`config.mk`:
```
export PLATFORM = sky130hd
export DESIGN_NAME = mcpu_top
export DESIGN_NICKNAME = d
export VERILOG_FILES = /design/src/rtl/mcpu_pkg.sv /design/src/rtl/mcpu_ram.sv /design/src/rtl/mcpu_regfile.sv /design/src/rtl/mcpu_ctrl.sv /design/src/rtl/mcpu_top.sv
export SDC_FILE = /design/constraint.sdc
export NUM_CORES = 1
export LEC_CHECK = 0
export CORE_ASPECT_RATIO = 0.5
export CORE_UTILIZATION = 40
export DETAILED_ROUTE_END_ITERATION = 12
export PLACE_DENSITY = 0.61
export RECOVER_POWER = 50
export SLEW_MARGIN = 30
export SYNTH_ARGS = -nofsm -noshare
export SYNTH_HDL_FRONTEND = slang
export SYNTH_SLANG_ARGS = --single-unit
```
`constraint.sdc`:
```
create_clock -name clk -period 3 [get_ports clk]
set_clock_uncertainty 0.2 [all_clocks]
set_input_delay 0.3 -clock clk [delete_from_list [all_inputs] [get_ports clk]]
set_output_delay 0.3 -clock clk [all_outputs]
set_load 0.02 [all_outputs]
```
`src/rtl/mcpu_pkg.sv`:
```
`timescale 1ns/1ps
package mcpu_pkg;

  localparam int DATA_W  = 8;
  localparam int INSTR_W = 16;
  localparam int NREG    = 4;
  localparam int RIDX_W  = $clog2(NREG);
  localparam int OPC_W   = 3;

  typedef enum logic [2:0] {
    ST_FETCH  = 3'd0,
    ST_DECODE = 3'd1,
    ST_ALU    = 3'd2,
    ST_MEM    = 3'd3,
    ST_WB     = 3'd4
  } cyc_state_t;

  localparam logic [OPC_W-1:0] OPC_ADD   = 3'd0;
  localparam logic [OPC_W-1:0] OPC_MOVI  = 3'd1;
  localparam logic [OPC_W-1:0] OPC_LOAD  = 3'd2;
  localparam logic [OPC_W-1:0] OPC_STORE = 3'd3;
  localparam logic [OPC_W-1:0] OPC_MOVR  = 3'd4;
  localparam logic [OPC_W-1:0] OPC_HALT  = 3'd7;

  typedef struct packed {
    logic [OPC_W-1:0]  opc;
    logic [RIDX_W-1:0] rd;
    logic [RIDX_W-1:0] rs;
    logic              spare;
    logic [DATA_W-1:0] imm;
    logic              wr_reg;
    logic              use_mdr;
    logic              mem_rd;
    logic              mem_wr;
    logic              halt;
  } dec_t;

  // Split an instruction word into fields and derive control flags.
  function automatic dec_t decode_instr(input logic [INSTR_W-1:0] w);
    dec_t d;
    d.opc     = w[15:13];
    d.rd      = w[12:11];
    d.rs      = w[10:9];
    d.spare   = w[8];
    d.imm     = w[7:0];
    d.wr_reg  = (d.opc == OPC_ADD) || (d.opc == OPC_MOVI) ||
                (d.opc == OPC_LOAD) || (d.opc == OPC_MOVR);
    d.use_mdr = (d.opc == OPC_LOAD);
    d.mem_rd  = (d.opc == OPC_LOAD);
    d.mem_wr  = (d.opc == OPC_STORE);
    d.halt    = (d.opc == OPC_HALT);
    return d;
  endfunction

  // Value produced in the ALU state for register-writing opcodes.
  function automatic logic [DATA_W-1:0] alu_calc(
      input logic [OPC_W-1:0]  opc,
      input logic [DATA_W-1:0] a,
      input logic [DATA_W-1:0] b,
      input logic [DATA_W-1:0] imm);
    logic [DATA_W-1:0] r;
    case (opc)
      OPC_ADD:  r = a + b;
      OPC_MOVI: r = imm;
      OPC_MOVR: r = b;
      default:  r = '0;
    endcase
    return r;
  endfunction

endpackage

```
`src/rtl/mcpu_ram.sv`:
```
`timescale 1ns/1ps
module mcpu_ram #(
  parameter int WIDTH = 8,
  parameter int DEPTH = 16,
  parameter int NRD   = 1,
  localparam int AW   = $clog2(DEPTH)
) (
  input  logic                 clk,
  input  logic                 we,
  input  logic [AW-1:0]        waddr,
  input  logic [WIDTH-1:0]     wdata,
  input  logic [NRD*AW-1:0]    raddr,
  output logic [NRD*WIDTH-1:0] rdata
);

  logic [WIDTH-1:0] mem [DEPTH];

  always_ff @(posedge clk) begin
    if (we) mem[waddr] <= wdata;
  end

  for (genvar p = 0; p < NRD; p++) begin : g_rd
    assign rdata[p*WIDTH +: WIDTH] = mem[raddr[p*AW +: AW]];
  end

endmodule

```
`src/rtl/mcpu_regfile.sv`:
```
`timescale 1ns/1ps
module mcpu_regfile #(
  parameter int NREG  = 4,
  parameter int WIDTH = 8,
  localparam int IW   = $clog2(NREG)
) (
  input  logic                  clk,
  input  logic                  rst,
  input  logic                  we,
  input  logic [IW-1:0]         waddr,
  input  logic [WIDTH-1:0]      wdata,
  input  logic [IW-1:0]         raddr_a,
  input  logic [IW-1:0]         raddr_b,
  output logic [WIDTH-1:0]      rdata_a,
  output logic [WIDTH-1:0]      rdata_b,
  output logic [NREG*WIDTH-1:0] flat
);

  logic [WIDTH-1:0] regs [NREG];

  for (genvar g = 0; g < NREG; g++) begin : g_reg
    always_ff @(posedge clk) begin
      if (rst)                             regs[g] <= '0;
      else if (we && (waddr == IW'(g)))    regs[g] <= wdata;
    end
    assign flat[g*WIDTH +: WIDTH] = regs[g];
  end

  assign rdata_a = regs[raddr_a];
  assign rdata_b = regs[raddr_b];

endmodule

```
`src/rtl/mcpu_ctrl.sv`:
```
`timescale 1ns/1ps
module mcpu_ctrl
  import mcpu_pkg::*;
(
  input  logic       clk,
  input  logic       rst,
  input  logic       halt_req,
  output cyc_state_t state,
  output logic       halted,
  output logic       fetch_fire,
  output logic       decode_fire,
  output logic       alu_fire,
  output logic       mem_fire,
  output logic       wb_fire
);

  cyc_state_t state_nxt;

  assign fetch_fire  = (state == ST_FETCH) && !halted;
  assign decode_fire = (state == ST_DECODE);
  assign alu_fire    = (state == ST_ALU);
  assign mem_fire    = (state == ST_MEM);
  assign wb_fire     = (state == ST_WB);

  always_comb begin
    unique case (state)
      ST_FETCH:  state_nxt = halted ? ST_FETCH : ST_DECODE;
      ST_DECODE: state_nxt = ST_ALU;
      ST_ALU:    state_nxt = ST_MEM;
      ST_MEM:    state_nxt = ST_WB;
      ST_WB:     state_nxt = ST_FETCH;
      default:   state_nxt = ST_FETCH;
    endcase
  end

  always_ff @(posedge clk) begin
    if (rst) begin
      state  <= ST_FETCH;
      halted <= 1'b0;
    end else begin
      state <= state_nxt;
      if (wb_fire && halt_req) halted <= 1'b1;
    end
  end

endmodule

```
`src/rtl/mcpu_top.sv`:
```
`timescale 1ns/1ps
module mcpu_top
  import mcpu_pkg::*;
#(
  parameter int MEM_DEPTH = 16,
  localparam int MAW      = $clog2(MEM_DEPTH)
) (
  input  logic                   clk,
  input  logic                   rst,
  input  logic                   ld_imem_we,
  input  logic                   ld_dmem_we,
  input  logic [MAW-1:0]         ld_addr,
  input  logic [INSTR_W-1:0]     ld_data,
  input  logic [MAW-1:0]         dbg_daddr,
  output logic [DATA_W-1:0]      dbg_ddata,
  output logic [2:0]             dbg_state,
  output logic [DATA_W-1:0]      dbg_ip,
  output logic [NREG*DATA_W-1:0] dbg_regs,
  output logic                   dbg_halted
);

  // Architectural and pipeline-stage registers
  logic [INSTR_W-1:0] ir;
  logic [DATA_W-1:0]  ip;
  logic [DATA_W-1:0]  opa, opb, res;
  logic [MAW-1:0]     mar;
  logic [DATA_W-1:0]  mdr;

  // Named internal events, also seen by the checker
  cyc_state_t state;
  logic       halted;
  logic       fetch_fire, decode_fire, alu_fire, mem_fire, wb_fire;
  logic       rf_we;
  logic       cpu_dmem_we;

  dec_t dec;
  logic dec_spare_unused;
  assign dec = decode_instr(ir);
  assign dec_spare_unused = dec.spare;

  mcpu_ctrl u_ctrl (
    .clk        (clk),
    .rst        (rst),
    .halt_req   (dec.halt),
    .state      (state),
    .halted     (halted),
    .fetch_fire (fetch_fire),
    .decode_fire(decode_fire),
    .alu_fire   (alu_fire),
    .mem_fire   (mem_fire),
    .wb_fire    (wb_fire)
  );

  // Instruction memory: written only by the load port under reset
  logic               imem_we;
  logic [INSTR_W-1:0] imem_q;
  assign imem_we = rst && ld_imem_we;

  mcpu_ram #(.WIDTH(INSTR_W), .DEPTH(MEM_DEPTH), .NRD(1)) u_imem (
    .clk  (clk),
    .we   (imem_we),
    .waddr(ld_addr),
    .wdata(ld_data),
    .raddr(ip[MAW-1:0]),
    .rdata(imem_q)
  );

  // Data memory: load port under reset, processor store otherwise
  logic              dmem_we;
  logic [MAW-1:0]    dmem_waddr;
  logic [DATA_W-1:0] dmem_wdata;
  logic [DATA_W-1:0] dmem_q;

  assign cpu_dmem_we = mem_fire && dec.mem_wr;
  assign dmem_we     = (rst && ld_dmem_we) || cpu_dmem_we;
  assign dmem_waddr  = rst ? ld_addr : mar;
  assign dmem_wdata  = rst ? ld_data[DATA_W-1:0] : mdr;

  mcpu_ram #(.WIDTH(DATA_W), .DEPTH(MEM_DEPTH), .NRD(2)) u_dmem (
    .clk  (clk),
    .we   (dmem_we),
    .waddr(dmem_waddr),
    .wdata(dmem_wdata),
    .raddr({dbg_daddr, mar}),
    .rdata({dbg_ddata, dmem_q})
  );

  // Register file
  logic [DATA_W-1:0] rf_a, rf_b, rf_wdata;
  assign rf_we    = wb_fire && dec.wr_reg;
  assign rf_wdata = dec.use_mdr ? mdr : res;

  mcpu_regfile #(.NREG(NREG), .WIDTH(DATA_W)) u_rf (
    .clk    (clk),
    .rst    (rst),
    .we     (rf_we),
    .waddr  (dec.rd),
    .wdata  (rf_wdata),
    .raddr_a(dec.rd),
    .raddr_b(dec.rs),
    .rdata_a(rf_a),
    .rdata_b(rf_b),
    .flat   (dbg_regs)
  );

  // Datapath stepping, one stage per state
  always_ff @(posedge clk) begin
    if (rst) begin
      ir  <= '0;
      ip  <= '0;
      opa <= '0;
      opb <= '0;
      res <= '0;
      mar <= '0;
      mdr <= '0;
    end else begin
      if (fetch_fire) begin
        ir <= imem_q;
        ip <= ip + 1'b1;
      end
      if (decode_fire) begin
        opa <= rf_a;
        opb <= rf_b;
      end
      if (alu_fire) begin
        res <= alu_calc(dec.opc, opa, opb, dec.imm);
        mar <= dec.imm[MAW-1:0];
        if (dec.mem_wr) mdr <= opa;
      end
      if (mem_fire && dec.mem_rd) begin
        mdr <= dmem_q;
      end
    end
  end

  assign dbg_state  = state;
  assign dbg_ip     = ip;
  assign dbg_halted = halted;

endmodule

```
## After elaboration in Yosys (flattened, before gate mapping)

Memories as Yosys holds them, arrays and structs flattened. A register that Yosys moved wholly into a read port is not among the register bits.
Index checks and enable logic that the tools add are counted.

- Latch bits: 0
- Memories: 3
- Memory bits (writable): 416
- Bits in read-only memories: 0
- Register bits after elaboration: 32
- Logic and storage cells: 82

- Div/mod/pow operators: 0
- Multiply operators: 0
- Order comparisons: 0
- Reductions and logical operators: 22
- Shift-type cells: 0
- Multiplexer cells: 33
- Bitwise gates (word level): 4
- Add/subtract/negate cells: 2
- Equality and inequality tests: 12

Memory list:

| memory | depth | width | read ports | clocked after Yosys merged registers in | wr ports | RTL line | RTL |
|---|---|---|---|---|---|---|---|
| u_imem.mem | 16 | 16 | 1 | 1 | 1 | mcpu_ram.sv:16 | `logic [WIDTH-1:0] mem [DEPTH];` |
| u_dmem.mem | 16 | 8 | 2 | 1 | 1 | mcpu_ram.sv:16 |  |
| u_rf.regs | 4 | 8 | 6 | 2 | 4 | mcpu_regfile.sv:19 | `logic [WIDTH-1:0] regs [NREG];` |

Operator list:

| cell | count |
|---|---|
| 2-to-1 mux 8 bit | 9 |
| case mux 8 bit (3 select lines) | 1 |
| 2-to-1 mux 1 bit | 19 |
| == test 3 x 2 -> 1 bit (second input constant) | 4 |
| 2-to-1 mux 4 bit | 3 |
| case mux 3 bit (4 select lines) | 1 |
| logical AND 1 bit | 11 |
| == test 3 bit (second input constant) | 3 |
| adder 8 x 1 -> 8 bit (second input constant) | 1 |
| adder 8 bit | 1 |
| == test 3 x 1 -> 1 bit (second input constant) | 2 |
| logical NOT 3 bit | 2 |
| == test 2 bit (second input constant) | 2 |
| logical OR 1 bit | 4 |
| bitwise OR 1 bit | 4 |
| nonzero test 2 bit | 2 |
| == test 2 x 1 -> 1 bit (second input constant) | 1 |
| logical NOT 2 bit | 1 |
| AND reduction 2 bit | 1 |
| logical NOT 1 bit | 1 |

## Depth between registers and ports, before layout

- Word-level depth: 10
- Depth in mapped cells: 7
- Mapped depth without buffers: 6

## Cells and area by module

From an unflattened synthesis, not the netlist that was laid out.

- Cells, all modules: 1150
- Area, all modules: 20606.0 um^2

Modules (own cells, without submodules):

| module | cells each | area each (um^2) | seq. area each (um^2) | instances |
|---|---|---|---|---|
| mcpu_ram at u_imem | 416 | 9723.1 | 7687.4 | 1 |
| mcpu_ram at u_dmem | 291 | 6024.5 | 3843.7 | 1 |
| mcpu_top | 320 | 3064.2 | 1181.1 | 1 |
| mcpu_regfile | 106 | 1614.0 | 960.9 | 1 |
| mcpu_ctrl | 17 | 180.2 | 80.1 | 1 |

## Least setup slack after synthesis

OpenSTA, ideal clock, no wires.

- Path type: input to register
- Start point: in rst
- End point: mem u_imem.mem[12][0] in the netlist's numbering (enable)
- Data arrival time: 2.128 ns
- Path slack: 0.266 ns
- Buffers on the path: 2
- Setup time: 0.406 ns
- Cell stages on the path: 4
- Path through: clkbuf_1 > clkbuf_1 > nand4_1 > nor3_1

- Word-level cells in the longest chain between the ends: 3

Ends and longest elaborated chain:

| item | RTL line | RTL |
|---|---|---|
| start, declared | mcpu_top.sv:9 | `input logic rst,` |
| logical AND 1 bit | mcpu_top.sv:57 | `assign imem_we = rst && ld_imem_we;` |
| 2-to-1 mux 1 bit | mcpu_ram.sv:19 | `if (we) mem[waddr] <= wdata;` |
| 2-to-1 mux 1 bit (not written as such) | mcpu_ram.sv:19 |  |
| end, declared | mcpu_ram.sv:16 |  |

No other way between the ends.

==> summary.txt <==
Critical path
  – Crit path kind: flop to primary output
  – FF-to-FF setup slack: ~0.33 ns
  – R2r worst-path depth: 6
  – CP Data Required Time: roughly 2.5 ns
  – CP startpoint kind: flop
  – R2r endpoint: mdr[0]
  – Max FO, Critical Path: 2
  – CP Capture Type: primary output
  – Reg-to-Reg Start: u_ctrl.state[0]
  – WP data arrival: ~2.5 ns

Clocking
  – Clk_lat worst skew: 0.57 ns
  – H-tree depth: 2
  – Post-CTS setup buffer count: 0
  – CTS tree: built
  – Clock transition at path regs: roughly 0.070 ns
  – Clk sinks: 467
  – TritonCTS buffer count: 44
  – Longest Clk Path Bufs: 3
  – Clk Tree Root Cell: clkbuf_16

Power and ir drop
  – Register share of total power: roughly half
  – PD cells: between 600 and 700 nW/um2
  – Worst vdd ir: 0.397 mV
  – Logic gate share of total power: approximately an eighth
  – Switching Share: 24.4%
  – Internal Pwr Total: ~11000 uW
  – Psw: 3680 uW
  – Pleak: 0.00732 uW
  – Clock power share: approximately two fifths

Routing
  – Starting DRT DRC Count: approximately 1200
  – Vias post-DR: between 10000 and 15000
  – DR WL/cell: approximately 25 um
  – # DRC: 0
  – Final Routed Wirelength: 49700 um
  – Post-DRT Antenna Nets: 0
  – First-pass DRT Iterations: 5
  – DR vias/cell: slightly below 6

Floorplanning
  – Die area: between 50000 and 60000 um2
  – Core Region: slightly below 50000 um2
  – Chip Height: approximately 160 um
  – Rows: 57
  – Die W: roughly 320 um
  – I/O Pins: 80
  – Starting Density: about two fifths

Placed design
  – GPL Wtd Cong: 0.874
  – Dpl hpwl: between 30000 and 40000 um
  – Dpl cell area: approximately 22000 um2
  – Port Buf Inserts: 78

Timing
  – Fin Setup TNS: 0 ns
  – RSZ-0062 raised after global routing: false
  – Final Max Slew Viols: 0
  – Period Utilization, post-route: between 90 and 100%
  – Min Tclk post-route: between 2 and 3 ns
  – Final hold vios: 0
  – Slew margin rel.: 25.4%
  – Slew @ Worst Pin: approximately 1.1 ns
  – # setup viols final: 0
  – Top achievable clock speed: 0.338 GHz

Yosys
  – Mux cell area share after synthesis: 19.6%
  – Yosys warns: 0
  – Avg Cell Area, Syn: between 15 and 20 um2
  – Area leader, netlist: edfxtp_1
  – Yosys top cell area share: 60.4%
  – Main synth FF type: edfxtp_1
  – Syn Nets: 1194
  – Async SR Flop Fraction: 0%
  – Post-Synth XOR/XNOR Area: less than 1%
  – EDFF count, synth: 400
  – Post-synthesis cell type count: 64
  – Sequential-to-total area share from yosys stat: around two thirds
  – Top cells by area, synth: edfxtp_1 60%, mux4_2 15%, dfxtp_1 6.7%
  – Complex-gate fraction of the synthesized area: 4.51%
  – #FFs+latches synth: 467
  – Adder-Cell Fraction of Synth Area: 0.654%
  – Main combinational cell family by area after synthesis: multiplexers
  – Synth Cell Area: between 15000 and 20000 um2
  – Cells after synthesis: 1157
  – Simple-gate share of the synthesized area: about 6%

Final layout
  – Final nets: between 1000 and 1500
  – Design Area, Final: about 23000 um2
  – Layout cells sized above 1: around 22%
  – Syn-to-layout area delta: 17.0%

GRT
  – Pin count of the biggest net entering global routing: 39
  – First-pass GRT wire length: 74500 um
  – GRT Overall Usage: 19.7%
  – GRT overflow: 0
  – Vias in the first global route: approximately 11000
  – Initial antenna violation count: 2

Hold path
  – Hold Path End: res[4]
  – Worst Hold Class: flop to flop
  – Hold Path Depth: 2
  – Worst Min Path Start: res[4]

Run
  – Max-Cap Viols: 0

Outcome
  – Outcome: finished, final reports clean
-- kinds of logic after synthesis --
group / after synthesis
AOI/OAI and AO/OA: 125
xor gates and xnor gates: 10
adders and majority gates: 10
buffers and inverters: 80
DFF: 467
muxes: 220
and+or+nand+nor: 245
-- power by group through the flow --
| stage | Clock (uW) | Sequential [uW] | Combinational, uW |
|---|---|---|---|
| 6_report | 5780 | 7510 | 1760 |
| 5_1_grt | 6140 | 7540 | 1880 |
| 4_1_cts | 5870 | 7510 | 1780 |
| 3_5_place_dp | 0 | 7650 | 1770 |
| 3_3_place_gp | 0 | 7640 | 1750 |
| 2_1_floorplan | 0 | 7500 | 1200 |
-- cells in the final DEF, fill, tap and decap left out, types with 21 or more instances in the layout --
cell type          n
mux4_2           134
mux2i_1           76
clkbuf_16         48
dfxtp_1           63
nor2_1            73
clkbuf_1          21
buf_4             46
nand2_1           75
a21oi_1           32
edfxtp_1         400
clkdlybuf4s50_1   50
-- state kept, by name (all words and copies together), names as in the netlist, named ones only --
| register | count |
|---|---|
| dbg_ip | 8 |
| ir | 15 |
| mar | 4 |
| mdr | 8 |
| opa | 8 |
| opb | 8 |
| res | 8 |
| u_ctrl.halted | 1 |
| u_ctrl.state | 3 |
| u_dmem.mem | 128 |
| u_imem.mem | 240 |
| u_rf.regs | 32 |
-- through the flow --
step	power, uW	hold slack (ns)	instances	setup slack, ns	util [%]
finish	15100	0.288	1961	0.0435	47.7
global route	15600	0.306	1960	0.00233	47.7
CTS	15200	0.288	1960	0.0104	47.8
detailed placement	9430	0.273	1878	0.0227	44.7
global placement	9390	0.274	1878	0.0183	44.7
floorplan	8700	0.199	1157	0.266	-
-- worst max-delay path, stage by stage (launching register included) --
cell and delay (ns):
edfxtp_1 0.39, mux4_2 0.48, mux4_2 0.46, clkdlybuf4s50_1 0.55
-- Yosys cell counts (11+ instances only) --
cell type  number
o221ai_1       15
dfxtp_1        67
nor2_1         81
nand3_1        12
buf_1          12
nand2_1        75
buf_2          20
clkbuf_1       40
a21oi_1        32
edfxtp_1      400
mux2i_1        76
a22oi_1        11
mux4_2        134
nand3b_1       20
-- what timing repair did --
item,4_1_cts,5_1_grt
cloned,0,0
endpoints found under the setup margin,4,3
endpoints found under the hold margin,6,0
hold buffers,1,0
gates resized for setup,4,3
-- layer usage --
layer	global-route usage [%]	wire length [um]	vias up
met4	4.52	886	0
met1	28.2	21700	5960
li1	-	-	4921
met5	0	0	-
met3	3.36	3370	74
met2	31.5	23800	384
-- cell type report --
type | instances | area, um2
inverter | 6 | 22.5
sequential | 467 | 13400
fill | 4100 | 25500
tap | 649 | 812
multi-input combinational | 610 | 6250
clock buffer | 64 | 1300
timing repair buffer | 147 | 1330
clock inverter | 17 | 198
antenna | 1 | 2.50
-- worst max path at each step --
| stage | startpoint | endpoint | slack (ns) | cells past startpoint |
|---|---|---|---|---|
| after floorplan | rst | u_imem.mem[12][0] | 0.27 | 4 |
| final | u_dmem.mem[3][4] | dbg_ddata[4] | 0.04 | 3 |
| after CTS | u_dmem.mem[3][3] | dbg_ddata[3] | 0.01 | 3 |
| after detailed placement | dbg_daddr[1] | dbg_ddata[7] | 0.02 | 5 |
| after global placement | dbg_daddr[1] | dbg_ddata[7] | 0.02 | 5 |
| after global routing | u_dmem.mem[3][4] | dbg_ddata[4] | 0.002 | 3 |
Note: power is estimated with default switching activity, not from simulation.
